===== config.mk =====
export PLATFORM = sky130hd
export DESIGN_NAME = smbAlertResponder
export DESIGN_NICKNAME = d
export VERILOG_FILES = /design/src/rtl/smbAlertPkg.sv /design/src/rtl/smbAlertDp.sv /design/src/rtl/smbAlertCtrl.sv /design/src/rtl/smbAlertResponder.sv
export SDC_FILE = /design/constraint.sdc
export NUM_CORES = 1
export LEC_CHECK = 0
export BUFFER_PORTS_ARGS = -buffer_cell sky130_fd_sc_hd__buf_2
export CAP_MARGIN = 5
export CORE_MARGIN = 3
export CORE_UTILIZATION = 25
export CTS_CLUSTER_DIAMETER = 80
export DETAILED_ROUTE_END_ITERATION = 8
export SLEW_MARGIN = 20
export SYNTH_ARGS = -nofsm -noshare
export SYNTH_HDL_FRONTEND = slang
export SYNTH_HIERARCHICAL = 1
export SYNTH_SLANG_ARGS = --single-unit

===== constraint.sdc =====
create_clock -name clk -period 5.6 [get_ports clk]
set_input_delay 0 -clock clk [delete_from_list [all_inputs] [get_ports clk]]
set_output_delay 0 -clock clk [all_outputs]
set_load 0.01 [all_outputs]

===== src/rtl/smbAlertPkg.sv =====
package smbAlertPkg;

  typedef enum logic [2:0] {
    ST_IDLE,
    ST_HDR,
    ST_ACK,
    ST_SEND,
    ST_RACK,
    ST_WAIT
  } stateT;

  // control -> datapath
  typedef struct packed {
    logic clrCnt;
    logic armLatch;
    logic loadAddr;
    logic loadOnes;
    logic ackDrive;
    logic txEnable;
    logic releaseAlert;
  } strobeT;

  // datapath -> control
  typedef struct packed {
    logic startEv;
    logic stopEv;
    logic sclRise;
    logic sclFall;
    logic byteDone;
    logic hdrMatch;
    logic armed;
    logic lost;
    logic lastBit;
  } eventT;

endpackage


===== src/rtl/smbAlertDp.sv =====
module smbAlertDp
  import smbAlertPkg::*;
#(
  parameter int ADDR_W = 7,
  parameter int SYNC_STAGES = 2,
  parameter logic [ADDR_W-1:0] ARA_ADDR = 7'b0001100
) (
  input  logic              clk,
  input  logic              rst,
  input  logic              sclIn,
  input  logic              sdaIn,
  input  logic              intPending,
  input  logic              alertEnable,
  input  logic [ADDR_W-1:0] ownAddr,
  input  strobeT            strobe,
  output eventT             events,
  output logic              sdaPullLow,
  output logic              alertPullLow
);

  localparam int BYTE_W = ADDR_W + 1;
  localparam int CNT_W = $clog2(BYTE_W + 1);
  localparam logic [BYTE_W-1:0] HDR_READ = {ARA_ADDR, 1'b1};

  logic [SYNC_STAGES-1:0] sclSync, sdaSync;
  logic sclS, sdaS, sclPrev, sdaPrev;
  logic [CNT_W-1:0] bitCnt;
  logic [BYTE_W-1:0] rxReg, txReg;
  logic lostQ, armedQ, alertQ;

  // synchroniser chain, depth chosen by parameter
  generate
    if (SYNC_STAGES == 1) begin : gSyncSingle
      always_ff @(posedge clk) begin
        if (rst) begin
          sclSync <= '1;
          sdaSync <= '1;
        end else begin
          sclSync <= sclIn;
          sdaSync <= sdaIn;
        end
      end
    end else begin : gSyncChain
      always_ff @(posedge clk) begin
        if (rst) begin
          sclSync <= '1;
          sdaSync <= '1;
        end else begin
          sclSync <= {sclSync[SYNC_STAGES-2:0], sclIn};
          sdaSync <= {sdaSync[SYNC_STAGES-2:0], sdaIn};
        end
      end
    end
  endgenerate

  assign sclS = sclSync[SYNC_STAGES-1];
  assign sdaS = sdaSync[SYNC_STAGES-1];

  always_ff @(posedge clk) begin
    if (rst) begin
      sclPrev <= 1'b1;
      sdaPrev <= 1'b1;
    end else begin
      sclPrev <= sclS;
      sdaPrev <= sdaS;
    end
  end

  // bit counter: counts SCL rises within the current byte
  always_ff @(posedge clk) begin
    if (rst) begin
      bitCnt <= '0;
    end else if (strobe.clrCnt) begin
      bitCnt <= '0;
    end else if (events.sclRise && !events.byteDone) begin
      bitCnt <= bitCnt + 1'b1;
    end
  end

  // receive shift register, sampled on each SCL rise
  always_ff @(posedge clk) begin
    if (rst) begin
      rxReg <= '0;
    end else if (events.sclRise) begin
      rxReg <= {rxReg[BYTE_W-2:0], sdaS};
    end
  end

  // transmit shift register, advanced on SCL fall, refilled with ones
  always_ff @(posedge clk) begin
    if (rst) begin
      txReg <= '1;
    end else if (strobe.loadAddr) begin
      txReg <= {ownAddr, 1'b0};
    end else if (strobe.loadOnes) begin
      txReg <= '1;
    end else if (strobe.txEnable && events.sclFall) begin
      txReg <= {txReg[BYTE_W-2:0], 1'b1};
    end
  end

  // arbitration loss: released for a 1, bus seen low
  always_ff @(posedge clk) begin
    if (rst) begin
      lostQ <= 1'b0;
    end else if (strobe.loadAddr || strobe.loadOnes) begin
      lostQ <= 1'b0;
    end else if (strobe.txEnable && events.sclRise && txReg[BYTE_W-1] && !sdaS) begin
      lostQ <= 1'b1;
    end
  end

  // alert state captured at START
  always_ff @(posedge clk) begin
    if (rst) begin
      armedQ <= 1'b0;
    end else if (strobe.armLatch) begin
      armedQ <= alertQ;
    end
  end

  // alert line: enable gates, pending sets, a won response clears
  always_ff @(posedge clk) begin
    if (rst) begin
      alertQ <= 1'b0;
    end else if (!alertEnable) begin
      alertQ <= 1'b0;
    end else if (intPending) begin
      alertQ <= 1'b1;
    end else if (strobe.releaseAlert) begin
      alertQ <= 1'b0;
    end
  end

  always_comb begin
    events.startEv  = sclS && sclPrev && sdaPrev && !sdaS;
    events.stopEv   = sclS && sclPrev && !sdaPrev && sdaS;
    events.sclRise  = sclS && !sclPrev;
    events.sclFall  = !sclS && sclPrev;
    events.byteDone = (bitCnt == CNT_W'(BYTE_W));
    events.hdrMatch = (rxReg == HDR_READ);
    events.armed    = armedQ;
    events.lost     = lostQ;
    events.lastBit  = rxReg[0];
  end

  assign sdaPullLow   = strobe.ackDrive || (strobe.txEnable && !lostQ && !txReg[BYTE_W-1]);
  assign alertPullLow = alertQ;

endmodule


===== src/rtl/smbAlertCtrl.sv =====
module smbAlertCtrl
  import smbAlertPkg::*;
(
  input  logic   clk,
  input  logic   rst,
  input  eventT  events,
  output strobeT strobe
);

  stateT state, stateNext;
  logic firstByte, firstByteNext;

  always_ff @(posedge clk) begin
    if (rst) begin
      state     <= ST_IDLE;
      firstByte <= 1'b0;
    end else begin
      state     <= stateNext;
      firstByte <= firstByteNext;
    end
  end

  always_comb begin
    stateNext     = state;
    firstByteNext = firstByte;
    strobe        = '0;
    strobe.ackDrive = (state == ST_ACK);
    strobe.txEnable = (state == ST_SEND);

    if (events.startEv) begin
      stateNext       = ST_HDR;
      strobe.clrCnt   = 1'b1;
      strobe.armLatch = 1'b1;
    end else if (events.stopEv) begin
      stateNext = ST_IDLE;
    end else begin
      unique case (state)
        ST_IDLE: stateNext = ST_IDLE;
        ST_HDR: begin
          if (events.sclFall && events.byteDone) begin
            stateNext = (events.hdrMatch && events.armed) ? ST_ACK : ST_WAIT;
          end
        end
        ST_ACK: begin
          if (events.sclFall) begin
            stateNext       = ST_SEND;
            strobe.loadAddr = 1'b1;
            strobe.clrCnt   = 1'b1;
            firstByteNext   = 1'b1;
          end
        end
        ST_SEND: begin
          if (events.lost) begin
            stateNext = ST_WAIT;
          end else if (events.sclFall && events.byteDone) begin
            stateNext = ST_RACK;
          end
        end
        ST_RACK: begin
          if (events.sclFall) begin
            strobe.releaseAlert = firstByte;
            firstByteNext       = 1'b0;
            if (!events.lastBit) begin
              stateNext       = ST_SEND;
              strobe.loadOnes = 1'b1;
              strobe.clrCnt   = 1'b1;
            end else begin
              stateNext = ST_WAIT;
            end
          end
        end
        ST_WAIT: stateNext = ST_WAIT;
        default: stateNext = ST_IDLE;
      endcase
    end
  end

endmodule


===== src/rtl/smbAlertResponder.sv =====
module smbAlertResponder
  import smbAlertPkg::*;
#(
  parameter int ADDR_W = 7,
  parameter int SYNC_STAGES = 2,
  parameter logic [ADDR_W-1:0] ARA_ADDR = 7'b0001100
) (
  input  logic              clk,
  input  logic              rst,
  input  logic              sclIn,
  input  logic              sdaIn,
  input  logic              intPending,
  input  logic              alertEnable,
  input  logic [ADDR_W-1:0] ownAddr,
  output logic              sdaPullLow,
  output logic              alertPullLow
);

  strobeT strobe;
  eventT  events;
  logic armedFlag, lostFlag, releaseFlag;

  smbAlertCtrl u_ctrl (
    .clk    (clk),
    .rst    (rst),
    .events (events),
    .strobe (strobe)
  );

  smbAlertDp #(
    .ADDR_W      (ADDR_W),
    .SYNC_STAGES (SYNC_STAGES),
    .ARA_ADDR    (ARA_ADDR)
  ) u_dp (
    .clk          (clk),
    .rst          (rst),
    .sclIn        (sclIn),
    .sdaIn        (sdaIn),
    .intPending   (intPending),
    .alertEnable  (alertEnable),
    .ownAddr      (ownAddr),
    .strobe       (strobe),
    .events       (events),
    .sdaPullLow   (sdaPullLow),
    .alertPullLow (alertPullLow)
  );

  assign armedFlag   = events.armed;
  assign lostFlag    = events.lost;
  assign releaseFlag = strobe.releaseAlert;

endmodule


# After elaboration in Yosys (flattened, before gate mapping)

Cells that the tools add are included.
W data, S select, Z words.

Bits in latches: 0
Memories kept: 0
ROM bits: 0
Flip-flop bits (word level): 33
Bits in writable memories: 0

Shifts and indexed selects: 0
Add/sub/neg operators: 1
Bitwise gates (word level): 3
Div/mod/pow operators: 0
Eq/ne operators: 15
$lt $le $gt $ge: 0
Multipliers: 0
Reduce and logical (&&, ||, !) cells: 35
Muxes and demuxes: 33

Operators by type and width:

| operator              | count |
|---|---|
| $mux W8               | 3 |
| $mux W3               | 7 |
| $mux W1               | 18 |
| $logic_and A1 B1 Y1   | 16 |
| $pmux W3 S5           | 1 |
| $eq A8 B5 Y1 const B  | 1 |
| $ne A4 B3 Y1 const B  | 2 |
| $reduce_and A4 Y1     | 2 |
| $logic_not A1 Y1      | 7 |
| $eq A3 B2 Y1 const B  | 2 |
| $eq A3 B3 Y1 const B  | 2 |
| $reduce_or A2 Y1      | 3 |
| $ne A5 B5 Y1 const B  | 1 |
| $reduce_and A5 Y1     | 1 |
| $add A4 B1 Y4 const B | 1 |
| $eq A4 B4 Y1 const B  | 1 |
| $mux W2               | 2 |
| $ne A2 B1 Y1 const B  | 2 |
| $ne A4 B4 Y1 const B  | 1 |
| $pmux W1 S2           | 2 |
| $reduce_bool A2 Y1    | 2 |
| $eq A3 B1 Y1 const B  | 1 |
| $ne A3 B3 Y1 const B  | 1 |
| $not A1 Y1            | 3 |
| 4 further kinds       | 5 |

# Depth between registers and ports, before layout

Gate-level depths: netlist of the first run.

Word-level depth: 8
Depth in mapped cells: 10
Depth with buffers taken out: 8

# By module

The synthesis of the first run kept the hierarchy.

By module, submodules not included:

| module       | area each (sq um) | instances | seq. area each (sq um) | cells each |
|---|---|---|---|---|
| smbAlertDp   | 1277.5            | 1         | 580.6                  | 146 |
| smbAlertCtrl | 371.6             | 1         | 80.1                   | 48 |

# Worst setup path before layout of the first run

Ideal clock, no wire load.

Kind: register to register
From: reg u_dp.sclSync[1]
To: reg u_dp.txReg[1]
Path slack: 3652 ps
Library setup time: 124 ps
Required time: 5476 ps
Data arrival time: 1823 ps
Stages on the path, launching flop included: 11
Path buffers: 2
Cells stage by stage: dfxtp_1 -> nand2_1 -> nor3b_1 -> nor3b_2 -> nand2b_1 -> nor2_1 -> buf_2 -> nor2_4 -> and2_1 -> clkbuf_2 -> o21ai_0

RTL lines:

| element                | RTL line         | RTL |
|---|---|---|
| start, declared        | smbAlertDp.sv:25 | `logic [SYNC_STAGES-1:0] sclSync, sdaSync;` |
| start signal, assigned | smbAlertDp.sv:49 | `sclSync <= {sclSync[SYNC_STAGES-2:0], sclIn};` |
| end signal, assigned   | smbAlertDp.sv:94 | `txReg <= {ownAddr, 1'b0};` |
| end signal, assigned   | smbAlertDp.sv:98 | `txReg <= {txReg[BYTE_W-2:0], 1'b1};` |
| end, declared          | smbAlertDp.sv:28 | `logic [BYTE_W-1:0] rxReg, txReg;` |

==> results of run 1 <==
## layer usage
layer  routed length [um]  part of all wire, %  vias to the layer above  GRT usage [%]
li1                     -                    -                      698              -
met1                 1680                   53                      608           12.3
met2                 1310                   42                       23           13.3
met3                   88                  2.8                        7           1.70
met4                   77                  2.4                        0           4.60
met5                    0                    0                        -              0
## Yosys cell counts, types with 3 or more instances
library cell / count / area share, %
a31oi_1: 8 / 3.0
buf_4: 5 / 2.3
o31ai_1: 8 / 3.6
or2_2: 7 / 2.7
nor2b_1: 3 / 1.1
buf_2: 5 / 1.5
dfxtp_1: 33 / 40
clkbuf_1: 3 / 0.68
o21ai_1: 4 / 1.2
nor3b_1: 4 / 1.8
nand2b_1: 10 / 3.8
inv_1: 7 / 1.6
or3_1: 3 / 1.1
nor2_1: 10 / 2.3
nand2_1: 19 / 4.3
o21ai_0: 10 / 3.0
a21oi_1: 18 / 5.5
## area by class of cell
| class | count | area [um^2] | area share (%) |
|---|---|---|---|
| inverter | 7 | 26.3 | 1.43 |
| tap | 75 | 93.8 | 5.12 |
| clock buffer | 5 | 68.8 | 3.75 |
| multi-input combinational | 138 | 861 | 47.0 |
| timing repair buffer | 17 | 100 | 5.46 |
| clock inverter | 3 | 22.5 | 1.23 |
| sequential | 33 | 661 | 36.0 |
## power breakdown
group | total [mW] | switching [mW] | internal [mW]
Sequential | 0.248 | 0.00852 | 0.240
Clock | 0.180 | 0.0926 | 0.0871
Combinational | 0.0371 | 0.0171 | 0.0199
## worst paths after layout
kind,to,startpoint,cells after the start,slack [ns]
max,u_dp/txReg[1],u_dp/sclPrev,7,3.16
min,u_dp/alertPullLow,intPending,3,0.01
max reg2reg,u_dp/txReg[1],u_dp/sclPrev,7,3.16
min reg2reg,u_dp/sclSync[1],u_dp/sclSync[0],1,0.41
## kinds of logic after synthesis
logic type	synth area share, %
adder cells (fa/ha/maj)	1.52
flip-flops	40.1
buffers and inverters	7.74
AND/OR/NAND/NOR	27.5
multiplexers	0.607
AO/OA/AOI/OAI	22.5
## through the flow
step	setup WS, ns	util [%]	total power, mW	hold WS [ns]	std cells
6_report	3.16	29.7	0.465	0.0126	278
5_1_grt	2.88	29.7	0.486	0.0143	278
4_1_cts	3.16	29.7	0.469	0.00825	278
3_5_place_dp	3.20	27.8	0.289	0.187	267
3_3_place_gp	3.24	27.8	0.288	0.185	267
2_1_floorplan	3.65	-	0.282	0.0691	194
## state kept, by name (all words and copies together) (netlist names), 2 cells and up
signal / flops
u_dp/sclSync: 2
u_dp/bitCnt: 4
u_dp/txReg: 8
u_ctrl/state: 3
u_dp/rxReg: 8
u_dp/sdaSync: 2
## placed cells by master (no fill, tap or decap), types with 5 or more instances in the layout
cell type / count
buf_2: 14
nand2_1: 19
o31ai_1: 8
nand2b_1: 10
clkbuf_8: 5
or2_2: 7
inv_1: 7
a31oi_1: 8
a21oi_1: 18
nor2_1: 10
dfxtp_1: 33
o21ai_0: 10
## worst reg2reg max path: cells and delay by family, from the launching register on
family | cells | cell delay [ns]
AO/OA/AOI/OAI | 1 | 0.19
flip-flops | 1 | 0.41
AND/OR/NAND/NOR | 6 | 1.77
## timing repair
item | 4_1_cts | 5_1_grt
resized for setup | 0 | 0
buffers inserted | 0 | 0
hold endpoints to repair | 3 | 0
endpoints found under the setup margin | 0 | 0
hold buffers | 3 | 0
==> flow_metrics.py, run 1 <==
metrics = {
    "global_route": {
        "grt_overflow_total": 0,
        "antenna_found_initial": 0,
        "grt_pass1_wl_um": 5500,
        "track_usage_pct": 8.94,
        "grt_max_degree": 32,
        "grt_pass1_vias": 1188,
    },
    "setup_path": {
        "startpoint_type": "flop",
        "cpMaxStageDelayCell": "nor2_1",
        "critical_path_class": "reg2reg",
        "cp_max_fo": 9,
        "cp.arrival_ns": 2.66,
        "endpoint_kind": "flop",
        "critPathBufInv": 0,
        "cp_cell_sequence": "nor2b_1 > nor3b_2 > nand2b_1 > nor2_1 > nor2_4 > and2_1 > o21ai_0",
        "path_delay_family": "simple AND/OR/NAND/NOR gates",
        "required_ns": 5.82,
        "cp_slowest_stage_delay_ns": 0.56,
    },
    "sta": {
        "slew_headroom_pct": 52.4,
        "setup_violations": 0,
        "fmax_mhz": 410,
        "post-route-period-util_pct": 43.6,
        "rsz0062_at_grt": "no",
        "fin_tns_setup_ns": 0,
        "finClkSkew_ns": 0.00758,
        "hold_viol_final": 0,
        "drv_slew": 0,
        "tightest_slew_ns": 0.711,
        "period_minus_slack_ns": 2.44,
    },
    "placement": {
        "gp_congestion": 0.799,
        "placed_area_um2": 1710,
        "hpwlAfterDp_um": 2170,
        "portBuffers": 14,
    },
    "logic_synthesis": {
        "syn_area_per_cell_um2": 8.50,
        "yosys_most_used_dff": "dfxtp_1",
        "seq_area_frac_synth_pct": 40.1,
        "synth_async_sr_flop_share_pct": 0,
        "synth_area_um2": 1650,
        "synth_edf_count": 0,
        "synth_nets": 209,
        "synth.distinct_cells": 46,
        "ys_seq_elements": 33,
        "synth_cells": 194,
        "yosys_warnings": 6,
    },
    "clocking": {
        "cts.clk_slew.worst_paths_ns": 0.08,
        "cts_inserted_buffers": 5,
        "clockBufferDepth": 2,
        "clk_latency_ns": 0.29,
        "cts.htree.levels": 2,
        "cts_tree": "done",
        "cts.sinks": 33,
        "root_buffer": "clkbuf_8",
    },
    "pwr": {
        "p_leak_nw": 0.669,
        "peakVddDrop_mv": 0.174,
        "power_density_nw_per_um2": 254,
    },
    "run": {
        "drv_cap": 0,
    },
    "layout": {
        "drive_gt1_share_pct": 16.7,
        "insertedDiodeCount": 0,
        "nNetsFinal": 217,
        "area_delta_synth_final_pct": 11.2,
        "finish.instance_area_um2": 1830,
        "fillers": 657,
    },
    "drt": {
        "drt_iter0_drc": 67,
        "first_pass_iters": 4,
        "avgViaCountPerCell": 4.81,
        "post-route-drc-count": 0,
        "ant_nets": 0,
        "routed_wl_um": 3160,
        "post_drt_wl_per_cell_um": 11.4,
        "routed-via-count": 1336,
    },
    "outcome": {
        "status": "completed",
    },
    "floorplan": {
        "rows": 28,
        "die_h_um": 87.2,
        "die_x_um": 87.2,
        "core_um2": 6170,
        "dieArea_um2": 7610,
        "ios": 15,
        "start_util_pct": 26.7,
    },
    "hold_path": {
        "hold_class": "in2reg",
    },
}
Power figures use the tool's default switching activity.
==> inputs of run 2 (changes only) <==
clock period = 2.2 ns   (was 5.6 ns; I/O delays follow)
==> run 2 against run 1 <==
  * Via count increased by 2.5%
  * Critical endpoint is now u_dp/txReg[2]
  * Maximum frequency grew 29%
  * First-iteration DRC count fell by 46%
  * Design area increased by 2.3%
  * Total power up 150%
  * Largest cell class unchanged
  * Final cell count grew 2.2%
  * Utilization rose by 0.69 points
  * Sequential power grew 150%
  * Non-clock buffer count up 8
  * Wire length increased by 3.7%
  * Count of clock-buffer cells in the layout stayed put
  * Largest power group unchanged
  * Critical path depth increased by 1
==> flow_metrics.py, run 2 (synthesis gave the netlist of run 1 again) <==
metrics = {
    "run": {
        "drv_cap": 0,
    },
    "setup_path": {
        "critical_path_class": "reg2reg",
        "cp_slowest_stage_delay_ns": 0.42,
        "startpoint_type": "flop",
        "cp_max_fo": 8,
        "cpMaxStageDelayCell": "dfxtp_1",
        "endpoint_kind": "flop",
        "required_ns": 2.36,
        "cp.arrival_ns": 2.05,
        "cp_cell_sequence": "nand2_1 > nor3b_1 > nor3b_2 > nand2b_1 > nor2_1 > nor2_4 > and2_1 > o21ai_0",
        "path_delay_family": "simple AND/OR/NAND/NOR gates",
        "critPathBufInv": 0,
    },
    "placement": {
        "gp_congestion": 0.785,
        "portBuffers": 14,
        "hpwlAfterDp_um": 2300,
    },
    "pwr": {
        "p_leak_nw": 0.716,
        "power_density_nw_per_um2": 611,
        "peakVddDrop_mv": 0.433,
        "power_mw": 1.15,
    },
    "sta": {
        "drv_slew": 0,
        "post-route-period-util_pct": 85.8,
        "tightest_slew_ns": 0.488,
        "slew_headroom_pct": 67.4,
        "finClkSkew_ns": 0.00612,
        "hold_viol_final": 0,
        "period_minus_slack_ns": 1.89,
        "setup_violations": 0,
        "rsz0062_at_grt": "no",
        "fmax_mhz": 530,
        "hold_slack_ns": 0.0346,
        "fin_tns_setup_ns": 0,
    },
    "hold_path": {
        "hold_class": "in2reg",
    },
    "clocking": {
        "root_buffer": "clkbuf_8",
        "cts_tree": "done",
        "cts.sinks": 33,
        "clk_latency_ns": 0.28,
        "clockBufferDepth": 2,
        "cts.clk_slew.worst_paths_ns": 0.06,
        "cts_inserted_buffers": 5,
        "post_cts_resized": 0,
        "cts.htree.levels": 2,
    },
    "drt": {
        "avgViaCountPerCell": 4.82,
        "first_pass_iters": 4,
        "routed-via-count": 1369,
        "post-route-drc-count": 0,
        "drt_iter0_drc": 36,
        "ant_nets": 0,
        "post_drt_wl_per_cell_um": 11.5,
        "routed_wl_um": 3280,
    },
    "floorplan": {
        "die_x_um": 87.2,
        "die_h_um": 87.2,
        "rows": 28,
        "start_util_pct": 26.7,
        "dieArea_um2": 7610,
        "core_um2": 6170,
        "ios": 15,
    },
    "layout": {
        "nNetsFinal": 225,
        "drive_gt1_share_pct": 19.1,
        "fillers": 658,
        "area_delta_synth_final_pct": 13.7,
        "top_regs": "u_dp/rxReg x8, u_dp/txReg x8, u_dp/bitCnt x4",
        "mostFrequentLayoutCells": "dfxtp_1 (33), nand2_1 (19), a21oi_1 (18), buf_2 (14)",
        "final_common_cell": "dfxtp_1",
        "insertedDiodeCount": 0,
    },
    "global_route": {
        "grt_overflow_total": 0,
        "grt_pass1_vias": 1259,
        "grt_max_degree": 32,
        "antenna_found_initial": 0,
        "track_usage_pct": 9.33,
        "grt_pass1_wl_um": 5620,
    },
    "outcome": {
        "status": "completed",
    },
}
[run 2: changes by cell type in the layout (fill, tap and decap cells not counted)]
cell,previous run,this run
clkinv_2,0,1
buf_4,0,8
clkinvlp_4,3,0
[run 2: final cells by class]
class | count | area, um^2 | share of cell area [%]
Sequential cell | 33 | 661 | 35.2
Multi-Input combinational cell | 138 | 861 | 45.9
Inverter | 7 | 26.3 | 1.40
Clock inverter | 1 | 5.00 | 0.267
Tap cell | 75 | 93.8 | 5.00
Clock buffer | 5 | 68.8 | 3.67
Timing Repair Buffer | 25 | 160 | 8.54
[run 2: repair_timing]
action,in CTS,in global routing
buffers inserted,0,0
hold buffers,3,0
hold endpoints to repair,3,0
[run 2: worst min-delay path, delay by kind of cell]
kind | cells | cell delay (ns)
buf+inv | 1 | 0.09
simple gates | 1 | 0.06
compound gates | 1 | 0.11
[run 2: final timing paths]
path,cells after the start,slack [ns],endpoint,startpoint
hold / removal,3,0.03,u_dp/alertPullLow,intPending
hold reg to reg,1,0.41,u_dp/sclSync[1],u_dp/sclSync[0]
setup reg to reg,8,0.31,u_dp/txReg[2],u_dp/sclSync[1]
setup / recovery,8,0.31,u_dp/txReg[2],u_dp/sclSync[1]
[run 2: stage by stage]
step           utilization [%]  std cells  instance area (um^2)  setup WS [ns]
2_1_floorplan                -        194                  1650          0.252
3_3_place_gp              28.7        275                  1770          0.367
3_5_place_dp              28.7        275                  1770          0.297
4_1_cts                   30.4        284                  1880          0.295
5_1_grt                   30.4        284                  1880         0.0433
6_report                  30.4        284                  1880          0.312
[run 2: layer usage]
metal	vias to the layer above	part of all wire, %	GRT usage (%)
li1	711	-	-
met1	624	51	12.0
met2	25	44	14.4
met3	9	2.1	1.70
met4	0	2.9	5.86
met5	-	0	0
[run 2: power by group]
group	internal, mW	switching, mW
logic	0.0592	0.0580
clock network	0.208	0.202
registers	0.610	0.00842
total	0.877	0.269
==> inputs of run 3 (changes only) <==
clock period = 2 ns   (was 2.2 ns; I/O delays follow)
==> run 3 against run 2 <==
  * Global-route usage fell by 0.30 points
  * Die area unchanged
  * Combinational power grew 15%
  * Clock skew is 0.0013 ns higher
  * Total power increased by 26%
  * Sequential cell count unchanged
  * Sequential power rose by 9.7%
  * Count of clock-buffer cells in the layout stayed put
==> flow_metrics.py, run 3 (synthesis gave the netlist of run 1 again) <==
metrics = {
    "outcome": {
        "status": "completed",
    },
    "sta": {
        "slew_headroom_pct": 64.7,
        "hold_viol_final": 0,
        "fin_tns_setup_ns": 0,
        "setup_violations": 0,
        "fmax_mhz": 558,
        "period_minus_slack_ns": 1.79,
        "tightest_slew_ns": 0.529,
        "drv_slew": 0,
        "rsz0062_at_grt": "no",
        "finClkSkew_ns": 0.00746,
        "post-route-period-util_pct": 89.7,
    },
    "pwr": {
        "p_sw_share_pct": 23.0,
        "power_density_nw_per_um2": 743,
        "p_leak_nw": 0.742,
        "peakVddDrop_mv": 0.611,
        "pwr-share-seq_pct": 47.1,
        "p_clk_share_pct": 43.6,
        "p_sw_mw": 0.332,
        "p_int_mw": 1.11,
        "p_comb_share_pct": 9.3,
    },
    "setup_path": {
        "cp-startpoint": "u_dp/sclSync[1]",
        "cp.arrival_ns": 1.96,
        "rr_worst_depth": 8,
        "cp_slowest_stage_delay_ns": 0.43,
        "rr_startpoint": "u_dp/sclSync[1]",
        "rrSetupSlack_ns": 0.21,
        "cp_max_fo": 8,
        "cp_cell_sequence": "nand2_1 > nor3_1 > nor3b_2 > nand2b_1 > nor2_1 > nor2_4 > and2_2 > o21ai_0",
        "r2r-end": "u_dp/txReg[2]",
        "endpoint_kind": "flop",
        "startpoint_type": "flop",
        "path_delay_family": "simple AND/OR/NAND/NOR gates",
        "required_ns": 2.17,
        "cpMaxStageDelayCell": "dfxtp_1",
        "critical_path_class": "reg2reg",
        "critPathBufInv": 0,
    },
    "drt": {
        "post_drt_wl_per_cell_um": 11.6,
        "post-route-drc-count": 0,
        "drt_iter0_drc": 69,
        "routed_wl_um": 3350,
        "avgViaCountPerCell": 4.82,
        "first_pass_iters": 4,
        "ant_nets": 0,
        "routed-via-count": 1388,
    },
    "placement": {
        "numPlacedInstances": 276,
        "hpwlAfterDp_um": 2270,
        "portBuffers": 14,
        "gp_congestion": 0.775,
    },
    "hold_path": {
        "min_from": "ownAddr[4]",
        "hold_class": "in2reg",
        "hold-path-cell-count": 4,
        "worstHoldEndpoint": "u_dp/txReg[5]",
    },
    "clocking": {
        "cts.sinks": 33,
        "clk_latency_ns": 0.28,
        "clockBufferDepth": 2,
        "cts_tree": "done",
        "post-cts-setup-buffers": 0,
        "cts_inserted_buffers": 5,
        "root_buffer": "clkbuf_8",
        "cts.htree.levels": 2,
        "cts.clk_slew.worst_paths_ns": 0.07,
    },
    "global_route": {
        "grt_overflow_total": 0,
        "track_usage_pct": 9.03,
        "grt_pass1_vias": 1220,
        "grt_pass1_wl_um": 5480,
        "antenna_found_initial": 0,
        "grt_max_degree": 32,
    },
    "floorplan": {
        "die_x_um": 87.2,
        "die_h_um": 87.2,
        "start_util_pct": 26.7,
        "rows": 28,
        "core_um2": 6170,
        "dieArea_um2": 7610,
        "ios": 15,
    },
    "layout": {
        "final_util_pct": 31.5,
        "insertedDiodeCount": 0,
        "drive_gt1_share_pct": 21.1,
        "final_common_cell": "dfxtp_1",
        "nNetsFinal": 227,
        "top_regs": "u_dp/rxReg x8, u_dp/txReg x8, u_dp/bitCnt x4",
        "area_delta_synth_final_pct": 17.7,
        "fillers": 661,
        "mostFrequentLayoutCells": "dfxtp_1 (33), nand2_1 (19), a21oi_1 (18), buf_2 (14)",
        "stdcell_count": 288,
    },
    "run": {
        "drv_cap": 0,
    },
}
==> run 3: cell types whose count changed in the layout (fill, tap and decap cells not counted) <==
cell | before | now
dlygate4sd3_1 | 3 | 4
clkinv_4 | 0 | 1
nor3b_2 | 2 | 3
buf_4 | 8 | 9
clkinvlp_4 | 0 | 1
bufinv_16 | 0 | 1
and2_2 | 0 | 1
clkinv_2 | 1 | 0
and2_1 | 2 | 1
nor3b_1 | 4 | 3
==> run 3: worst max-delay path by stage <==
stage,to,slack [ns],cells past startpoint
CTS,u_dp/txReg[2],0.10,8
global route,u_dp/txReg[2],0.04,8
detailed placement,u_dp/txReg[2],0.12,8
floorplan,u_dp/txReg[1],0.05,10
global placement,u_dp/txReg[1],0.17,8
finish,u_dp/txReg[2],0.21,8
==> run 3: worst min-delay path: stages <==
cell and delay (ns):
buf_2 0.07, nand2b_1 0.09, o31ai_1 0.06, o21ai_1 0.10
==> run 3: area by class of cell <==
| type | count | area (um^2) | share of cell area [%] |
|---|---|---|---|
| multi-input combinational | 138 | 867 | 44.7 |
| timing repair buffer | 27 | 178 | 9.16 |
| clock inverter | 3 | 46.3 | 2.39 |
| clock buffer | 5 | 68.8 | 3.55 |
| inverter | 7 | 26.3 | 1.35 |
| tap | 75 | 93.8 | 4.84 |
| sequential | 33 | 661 | 34.0 |
==> run 3: stage by stage <==
step	hold WS (ns)	total power, mW	worst slack [ns]	area, um^2
final	0.0822	1.44	0.206	1940
after global routing	0.0890	1.51	0.0422	1940
after CTS	0.0721	1.46	0.104	1930
after detailed placement	0.187	0.820	0.121	1780
after global placement	0.187	0.820	0.172	1780
after floorplan	0.0691	0.790	0.0523	1650
==> run 3: power by group through the flow <==
stage | sequential (mW) | combinational [mW] | clock, mW
2_1_floorplan | 0.695 | 0.0947 | 0
3_3_place_gp | 0.695 | 0.126 | 0
3_5_place_dp | 0.695 | 0.125 | 0
5_1_grt | 0.681 | 0.148 | 0.680
4_1_cts | 0.680 | 0.132 | 0.649
6_report | 0.679 | 0.135 | 0.628
==> run 3: repair_timing <==
action | CTS | global route
gates resized for setup | 0 | 2
endpoints found under the hold margin | 3 | 0
setup endpoints to repair | 0 | 8
hold buffers | 4 | 0
==> run 3: metal layers <==
layer,GRT usage [%],vias to the layer above,share of wire (%)
met1,11.7,642,51
met2,14.1,26,45
met4,5.02,0,2.2
met3,1.70,5,2.6
li1,-,715,-
met5,0,-,0
